$ cat src/rtl/nv_store_ctrl.sv
module nv_store_ctrl #(
  parameter int DW       = 16,
  parameter int WW       = 10,
  parameter int AW       = 4,
  parameter int SAVE_CYC = 40,
  parameter int RALL_CYC = 10,
  parameter int READ_CYC = 4
) (
  input  logic          clk,
  input  logic          rst_n,
  input  logic          req_valid,
  input  logic [3:0]    req_op,
  input  logic [AW-1:0] req_addr,
  input  logic [DW-1:0] req_data,
  input  logic          wp_n,
  input  logic          preset_n,
  output logic [1:0]    ld_en,
  output logic [WW-1:0] ld_val0,
  output logic [WW-1:0] ld_val1,
  output logic          rd_valid,
  output logic [DW-1:0] rd_data,
  output logic          rdy,
  output logic          lock,
  output logic          read_pwr,
  output logic          overrun
);
  localparam int DEPTH = 1 << AW;
  localparam int RSV   = DEPTH - 1;
  localparam logic [WW-1:0] MID = WW'(1 << (WW - 1));
  localparam int MAXC  = (SAVE_CYC > RALL_CYC) ? ((SAVE_CYC > READ_CYC) ? SAVE_CYC : READ_CYC)
                                               : ((RALL_CYC > READ_CYC) ? RALL_CYC : READ_CYC);
  localparam int CW    = $clog2(MAXC + 1);

  localparam logic [3:0] OP_NOP = 4'd0, OP_RST1 = 4'd1, OP_SAVEW = 4'd2, OP_WUSER = 4'd3,
                         OP_RALL = 4'd8, OP_RDMEM = 4'd9, OP_RDWIP = 4'd10;

  logic [DW-1:0] mem [DEPTH];
  logic          ps1, ps2, ps_q, por_pend, busy;
  logic [CW-1:0] cnt;
  logic [3:0]    op_q;
  logic [AW-1:0] addr_q;
  logic [DW-1:0] data_q;

  wire pre_low  = !ps2;
  wire pre_rise = ps2 && !ps_q;
  assign rdy  = !busy && ps2 && ps_q && !por_pend;
  assign lock = !rdy;
  wire acc      = req_valid && rdy;
  wire is_save  = acc && wp_n && (req_op == OP_SAVEW);
  wire is_wuser = acc && wp_n && (req_op == OP_WUSER) && (req_addr != AW'(RSV));
  wire is_timed = is_save || is_wuser ||
                  (acc && (req_op == OP_RALL || req_op == OP_RDMEM || req_op == OP_RDWIP));
  wire done     = busy && (cnt == '0);
  wire mem_we   = done && !pre_low && (op_q == OP_SAVEW || op_q == OP_WUSER);

  function automatic logic [CW-1:0] cyc_of(input logic [3:0] op);
    case (op)
      OP_SAVEW, OP_WUSER: cyc_of = CW'(SAVE_CYC - 1);
      OP_RALL:            cyc_of = CW'(RALL_CYC - 1);
      default:            cyc_of = CW'(READ_CYC - 1);
    endcase
  endfunction

  always_ff @(posedge clk or negedge rst_n)
    if (!rst_n) {ps1, ps2, ps_q} <= 3'b111;
    else        {ps1, ps2, ps_q} <= {preset_n, ps1, ps2};

  for (genvar i = 0; i < DEPTH; i++) begin : g_word
    always_ff @(posedge clk or negedge rst_n)
      if (!rst_n)                               mem[i] <= (i < 2) ? DW'(MID) : '0;
      else if (mem_we && addr_q == AW'(i))      mem[i] <= data_q;
  end

  always_ff @(posedge clk or negedge rst_n) begin
    if (!rst_n) begin
      busy <= 1'b0; cnt <= '0; op_q <= OP_NOP; addr_q <= '0; data_q <= '0;
      por_pend <= 1'b1; ld_en <= 2'b00; ld_val0 <= MID; ld_val1 <= MID;
      rd_valid <= 1'b0; rd_data <= '0; read_pwr <= 1'b0; overrun <= 1'b0;
    end else begin
      ld_en    <= 2'b00;
      rd_valid <= 1'b0;
      por_pend <= 1'b0;
      if (req_valid && !rdy) overrun <= 1'b1;
      if (pre_low) begin
        busy <= 1'b0;
        ld_en <= 2'b11; ld_val0 <= MID; ld_val1 <= MID;
      end else begin
        if (pre_rise || por_pend || (done && op_q == OP_RALL)) begin
          ld_en <= 2'b11; ld_val0 <= mem[0][WW-1:0]; ld_val1 <= mem[1][WW-1:0];
        end
        if (done) begin
          busy <= 1'b0;
          if (op_q == OP_RDMEM) begin
            rd_valid <= 1'b1; rd_data <= mem[addr_q];
          end
        end else if (busy) cnt <= cnt - 1'b1;
        if (is_timed) begin
          busy <= 1'b1; cnt <= cyc_of(req_op); op_q <= req_op;
          addr_q <= (req_op == OP_SAVEW) ? AW'(req_addr[0]) : req_addr;
          data_q <= (req_op == OP_SAVEW) ? DW'(req_data[WW-1:0]) : req_data;
        end
        if (acc && req_op == OP_RST1) begin
          read_pwr <= 1'b1;
          if (req_addr[0]) begin ld_en <= 2'b10; ld_val1 <= mem[1][WW-1:0]; end
          else             begin ld_en <= 2'b01; ld_val0 <= mem[0][WW-1:0]; end
        end
        if (acc && req_op == OP_NOP) read_pwr <= 1'b0;
      end
    end
  end

  AST_PRESET_MID: assert property (@(posedge clk) disable iff (!rst_n)
    pre_low |=> (ld_en == 2'b11 && ld_val0 == MID && ld_val1 == MID));
  AST_SAVE_LOCKS: assert property (@(posedge clk) disable iff (!rst_n)
    (req_valid && rdy && wp_n && req_op == OP_SAVEW) |=> lock);
  AST_WP_NO_BUSY: assert property (@(posedge clk) disable iff (!rst_n)
    (req_valid && rdy && !wp_n && ps1 && (req_op == OP_SAVEW || req_op == OP_WUSER)) |=> rdy);
  AST_OVR_STICKY: assert property (@(posedge clk) disable iff (!rst_n)
    overrun |=> overrun);
  AST_RD_ONE_CYCLE: assert property (@(posedge clk) disable iff (!rst_n)
    rd_valid |=> !rd_valid);
  AST_RSV_HOLDS: assert property (@(posedge clk) disable iff (!rst_n)
    $stable(mem[RSV]));
endmodule

$ cat config.mk
export PLATFORM = sky130hd
export DESIGN_NAME = nv_store_ctrl
export DESIGN_NICKNAME = d
export VERILOG_FILES = /design/src/rtl/nv_store_ctrl.sv
export SDC_FILE = /design/constraint.sdc
export NUM_CORES = 1
export LEC_CHECK = 0
export ABC_AREA = 1
export BUFFER_PORTS_ARGS = -buffer_cell sky130_fd_sc_hd__buf_2
export CAP_MARGIN = 20
export CORE_ASPECT_RATIO = 1.2
export CORE_MARGIN = 4
export CORE_UTILIZATION = 50
export CTS_BUF_LIST = sky130_fd_sc_hd__clkbuf_8
export CTS_CLUSTER_SIZE = 8
export DETAILED_ROUTE_END_ITERATION = 8
export PLACE_DENSITY = 0.65
export SLEW_MARGIN = 0
export SYNTH_ARGS = -nofsm -noshare
export SYNTH_HDL_FRONTEND = slang
export SYNTH_SLANG_ARGS = --single-unit
$ cat constraint.sdc
create_clock -name clk -period 4 [get_ports clk]
set_clock_uncertainty 0.1 [all_clocks]
set_input_delay 0.4 -clock clk [delete_from_list [all_inputs] [get_ports clk]]
set_output_delay 0.4 -clock clk [all_outputs]
set_load 0.005 [all_outputs]
==> run_results.csv, run 1 <==
group,metric,value,unit
clock_network,cts_buffers,53,
detailed_routing,route.met3.wl,3880,µm
synthesis,synth_seq_area_share,52.4,%
synthesis,synth_cell_type_count,30,
setup_path,arrival,3.29,ns
detailed_routing,first_pass_iters,5,
detailed_routing,detail-route-antenna-nets,0,
setup_path,path_class,"reg -> reg",
sta,post-route-period-util,72.8,%
die,core,31400,µm²
sta,setup_viol,0,
job,max-cap-violations,0,
global_routing,grt_max_degree,121,
synthesis,synthesis.area,15900,µm²
clock_network,cts_buffer_depth,3,
clock_network,clockRootBuffer,"clkbuf_8",
global_routing,grt_util_all_layers,29.6,%
detailed_routing,drt-vias-per-instance,5.59,
layout,drive_gt1_share,10.4,%
clock_network,clk_pin_slew_worst_paths,0.06,ns
global_routing,antenna_found_initial,0,
sta,timing.hold.ws,0.0781,ns
power_and_ir_drop,vdd_drop_max,253,µV
place,gp_congestion,0.882,
clock_network,cts_sinks,332,
synthesis,syn_inst,2117,
detailed_routing,top_layer_used,"met4",
clock_network,htree_levels,2,
power_and_ir_drop,internal_power,0.00517,W
power_and_ir_drop,switching_share,32.6,%
sta,finalHoldViolCount,0,
power_and_ir_drop,power_density,433,nW/µm²
layout,final-seq-area,8320,µm²
die,fp-row-count,71,
setup_path,worstReg2RegEnd,"mem[178]",
detailed_routing,finalWirelength,51000,µm
synthesis,synth_area_leaders,"dfrtp_1 51%, nand2_1 24%, nand3_1 11%",
min_path,hold_path_depth,3,
detailed_routing,met1_length,20400,µm
min_path,hold_path_class,"in -> reg",
synthesis,yosys_warnings,0,
place,post-dp-hpwl,31000,µm
die,die_x,171,µm
setup_path,regToRegStartpoint,"addr_q[0]",
synthesis,yosys.area.top_type,"dfrtp_1",
setup_path,critPathLaunchType,"flip-flop",
detailed_routing,drt-initial-drc-count,1611,
power_and_ir_drop,combinationalPowerShare,13.5,%
sta,min_period,2.91,ns
setup_path,required,4.38,ns
detailed_routing,dr_wl_met2,24600,µm
global_routing,grt_first_pass_wirelength,80300,µm
global_routing,grt_overflow,0,
sta,rsz0062_at_grt,"false",
die,die-area,34700,µm²
sta,max_freq,344,MHz
setup_path,cp_max_fo,23,
place,portBuffers,71,
clock_network,clock_latency,0.61,ns
synthesis,synth_top_area_share,51.0,%
setup_path,crit_end,"mem[178]",
synthesis,syn_avg_cell_area,7.50,µm²
layout,final_util,56.5,%
layout,diodes,0,
detailed_routing,wire_per_inst,19.6,µm
global_routing,grt_pass1_vias,13900,
setup_path,reg2reg_slack,1.09,ns
sta,relSlewSlack,23.1,%
sta,tns,0,ns
sta,tightest_slew,1.15,ns
power_and_ir_drop,p_switching,0.00250,W
power_and_ir_drop,power.leakage,9.75,nW
detailed_routing,drc_errors,0,
layout,multiInputGateArea,6580,µm²
synthesis,synth_seq_cells,332,
detailed_routing,dr_total_vias,14600,
setup_path,cp-startpoint,"addr_q[0]",
layout,final_nets,2193,
synthesis,synth.net_count,2148,
clock_network,postCtsSetupBuffers,0,
layout,fillCellCount,2980,
clock_network,cts_tree,"done",
sta,slew_viol_final,0,
layout,areaGrowthSynthToFinish,11.6,%
die,ios,72,
die,initial_core_util,50.7,%
setup_path,worstRegToRegCells,7,
die,die_h,203,µm
outcome,run_status,"complete, no violations",
power_and_ir_drop,seq_power_share,49.6,%
power_and_ir_drop,clock_power_share,37.0,%
setup_path,end_kind,"flip-flop",
-- power by group through the flow --
stage / registers (W) / clock network (W) / logic [W]
finish: 0.00380 / 0.00284 / 0.00103
global route: 0.00381 / 0.00304 / 0.00111
CTS: 0.00379 / 0.00288 / 0.00102
detailed placement: 0.00385 / 0 / 0.000997
global placement: 0.00385 / 0 / 0.000995
floorplan: 0.00356 / 0 / 0.000720
-- synthesized netlist by cell type, drive strengths merged --
master	count
clkinv	2
nand3	350
clkbuf	71
a21o	1
nor3	2
dfstp	8
nor2	104
conb	1
dfrtp	324
inv	82
ha	2
nand2	1017
buf	74
nor4	1
xnor2	1
a41oi	1
a21oi	10
nand4	38
o21ai	24
or2	1
xor2	3
-- repair_timing --
action                     in CTS  in global routing
gates resized for setup         0                  0
setup endpoints to repair       0                  0
hold buffers                   23                  0
hold endpoints to repair      132                  0
-- layout by cell type, fill, tap and decap left out, types with 8 or more instances in the layout --
master,instances
nor2_1,87
o21ai_0,24
buf_4,35
nand4_1,37
a21oi_1,10
nand3_1,349
buf_2,70
clkbuf_8,67
nor2_2,13
dfstp_2,8
nand2_1,1008
dlygate4sd3_1,23
nand2_2,9
inv_1,98
dfrtp_1,323
-- stage by stage --
step	total power (W)	std cells	instance area, µm²	setup WS, ns
6_report	0.00768	2602	17700	1.09
5_1_grt	0.00795	2602	17700	0.938
4_1_cts	0.00769	2602	17700	1.13
3_5_place_dp	0.00485	2485	16500	1.13
3_3_place_gp	0.00485	2485	16500	1.15
2_1_floorplan	0.00428	2117	15900	2.18
-- critical path, stage by stage, from the launching register on --
cell	delay, ns
dfrtp_2	0.66
nor2_4	0.68
inv_2	0.18
nor2_2	0.14
buf_4	0.27
nand2_1	0.48
nand2_1	0.19
nand2_1	0.07
-- per-layer routing --
metal	vias to the layer above	GRT usage, %
met5	-	0
met3	131	4.19
met1	7030	40.2
met2	638	48.4
met4	0	11.7
li1	6752	-
-- cell type report --
| cell class | instances | area share, % |
|---|---|---|
| flip-flops and latches | 332 | 46.9 |
| inverters | 84 | 1.78 |
| clock buffers | 67 | 5.20 |
| repair buffers | 135 | 5.52 |
| clock inverters | 27 | 0.607 |
| well taps | 401 | 2.83 |
| multi-input cells | 1556 | 37.1 |
-- sequential cells by signal, summed over array words and instances (netlist names), 2 cells and up --
register,count
rd_data,16
cnt,6
mem,256
ld_val0,10
op_q,4
data_q,16
ld_en,2
addr_q,4
ld_val1,10
-- worst min path at each step --
| stage | from | to | slack (ns) |
|---|---|---|---|
| 3_3_place_gp | ps1 | ps2 | 0.26 |
| 6_report | req_op[3] | read_pwr | 0.08 |
| 3_5_place_dp | ps1 | ps2 | 0.26 |
| 5_1_grt | req_op[0] | op_q[0] | 0.11 |
| 4_1_cts | req_op[0] | op_q[0] | 0.04 |
| 2_1_floorplan | rst_n | addr_q[0] | 0.004 |
-- kinds of logic after synthesis --
kind of cell,after synthesis,synth area share (%)
adders and majority gates,2,0.158
xor gates and xnor gates,4,0.221
other,1,0.0236
AOI/OAI and AO/OA,36,1.17
and+or+nand+nor,1513,39.7
DFF,332,52.4
buffers and inverters,229,6.36
Power figures use the tool's default switching activity.
==> inputs of run 2 (changes only) <==
Clock period 4 ns to 2.9 ns, I/O delays scaled along.
==> run 2 against run 1 <==
Combinational power is 44% higher; cell area increased by 1.3%; final cell count rose by 0.92%; sequential power up 36%; clock-buffer cell count is 8 higher; routed wire length shrank 3.5%; non-clock buffer count increased by 18; worst hold slack better by 0.070 ns; clock power increased by 47%; worst setup slack lost 0.65 ns; critical path type unchanged; register-to-register slack worse by 0.65 ns; die area is the same.
==> run_results.csv, run 2 (synthesis gave the netlist of run 1 again) <==
group,metric,value,unit
power_and_ir_drop,power.leakage,9.89,nW
clock_network,cts_buffers,54,
detailed_routing,drc_errors,0,
sta,relSlewSlack,27.6,%
sta,slew_viol_final,0,
setup_path,reg2reg_slack,0.44,ns
layout,final_area,18000,µm²
setup_path,worstReg2RegEnd,"mem[186]",
clock_network,htree_levels,2,
layout,drive_gt1_share,11.1,%
sta,min_period,2.46,ns
clock_network,postCtsSetupBuffers,0,
die,core,31400,µm²
sta,setup_viol,0,
power_and_ir_drop,vdd_drop_max,370,µV
die,die_x,171,µm
sta,post-route-period-util,85.0,%
clock_network,clock_latency,0.61,ns
setup_path,regToRegStartpoint,"cnt[0]",
global_routing,grt_util_all_layers,28.9,%
detailed_routing,drt-initial-drc-count,1469,
global_routing,antenna_found_initial,0,
layout,final_common_cell,"nand2_1",
layout,largest_reg_flops,256,
die,die-area,34700,µm²
global_routing,grt_max_degree,71,
clock_network,clk_pin_slew_worst_paths,0.06,ns
min_path,hold_path_class,"in -> async",
setup_path,crit_end,"mem[186]",
setup_path,path_class,"reg -> reg",
sta,timing.hold.ws,0.148,ns
setup_path,cp-startpoint,"cnt[0]",
detailed_routing,wire_per_inst,18.8,µm
global_routing,grt_first_pass_wirelength,79000,µm
place,portBuffers,71,
global_routing,grt_overflow,0,
detailed_routing,finalWirelength,49200,µm
clock_network,cts_sinks,332,
detailed_routing,dr_total_vias,14400,
die,fp-row-count,71,
clock_network,post_cts_resized,0,
sta,tightest_slew,1.09,ns
place,pre_cts_slack,0.460,ns
place,dpl-instance-area,16600,µm²
detailed_routing,first_pass_iters,7,
power_and_ir_drop,power_density,603,nW/µm²
clock_network,cts_buffer_depth,3,
layout,final_nets,2212,
clock_network,clockRootBuffer,"clkbuf_8",
detailed_routing,drt-vias-per-instance,5.48,
sta,rsz0062_at_grt,"false",
setup_path,arrival,2.84,ns
sta,fin_ws,0.436,ns
layout,areaGrowthSynthToFinish,13.1,%
die,ios,72,
sta,finalHoldViolCount,0,
layout,largestRegisters,"mem: 256 flops, data_q: 16 flops, rd_data: 16 flops",
place,post-dp-hpwl,30600,µm
place,post-place-cells,2498,
setup_path,cp_max_fo,53,
layout,diodes,0,
sta,max_freq,406,MHz
outcome,run_status,"complete, no violations",
detailed_routing,detail-route-antenna-nets,0,
setup_path,critPathLaunchType,"flip-flop",
setup_path,required,3.28,ns
layout,finalNonFillerCells,2626,
clock_network,cts_tree,"done",
die,die_h,203,µm
die,initial_core_util,50.7,%
global_routing,grt_pass1_vias,14100,
layout,top_register,"mem",
clock_network,cts_hold_buf,28,
sta,tns,0,ns
setup_path,worstRegToRegCells,8,
job,max-cap-violations,0,
layout,final_cell_mix,"1008 x nand2_1, 349 x nand3_1, 323 x dfrtp_1, 97 x inv_1, 87 x nor2_1",
setup_path,end_kind,"flip-flop",
place,gp_congestion,0.897,
## run 2: changes by cell type in the layout (fill, tap and decap cells not counted), sizes merged
cell	change
clkinvlp	-1
dlygate4sd3	+5
inv	-1
clkbuf	+8
buf	+13
## run 2: worst min path at each step
stage	start	endpoint	slack, ns
floorplan	rst_n	addr_q[0]	-0.11
global placement	rst_n	overrun	0.19
detailed placement	rst_n	overrun	0.20
CTS	wp_n	cnt[2]	0.12
global route	rst_n	overrun	0.19
finish	rst_n	cnt[2]	0.15
## run 2: layout make-up
cell class / instances / area, µm²
Multi-Input combinational cell: 1556 / 6580
Fill cell: 2973 / 13400
Clock buffer: 75 / 1030
Timing Repair Buffer: 153 / 1110
Sequential cell: 332 / 8320
Inverter: 84 / 315
Clock inverter: 25 / 96.3
Tap cell: 401 / 502
## run 2: through the flow
step | util [%] | power (W)
after CTS | 57.3 | 0.0109
final | 57.3 | 0.0108
after global placement | 52.8 | 0.00666
after global routing | 57.3 | 0.0112
after floorplan | - | 0.00590
after detailed placement | 52.8 | 0.00667
## run 2: report_power, final
part           leakage (nW)  switching (W)  internal [W]
logic                  4.67        0.00113      0.000351
clock network         0.670        0.00190       0.00228
registers              4.55       0.000409       0.00475
total                  9.89        0.00344       0.00738
## run 2: routing by layer
| layer | up-vias | wire length, µm | track usage [%] |
|---|---|---|---|
| met3 | 139 | 3400 | 4.50 |
| met2 | 584 | 23900 | 47.5 |
| li1 | 6792 | - | - |
| met4 | 0 | 2290 | 13.6 |
| met1 | 6868 | 19700 | 37.6 |
| met5 | - | 0 | 0 |
## run 2: worst max-delay path: stages, from the launching register on
cell,delay (ns)
dfrtp_1,0.37
inv_1,0.13
ha_1,0.19
nand4_1,0.18
nor4_4,0.23
buf_12,0.31
nand2_1,0.52
nand2_1,0.20
nand2_1,0.07
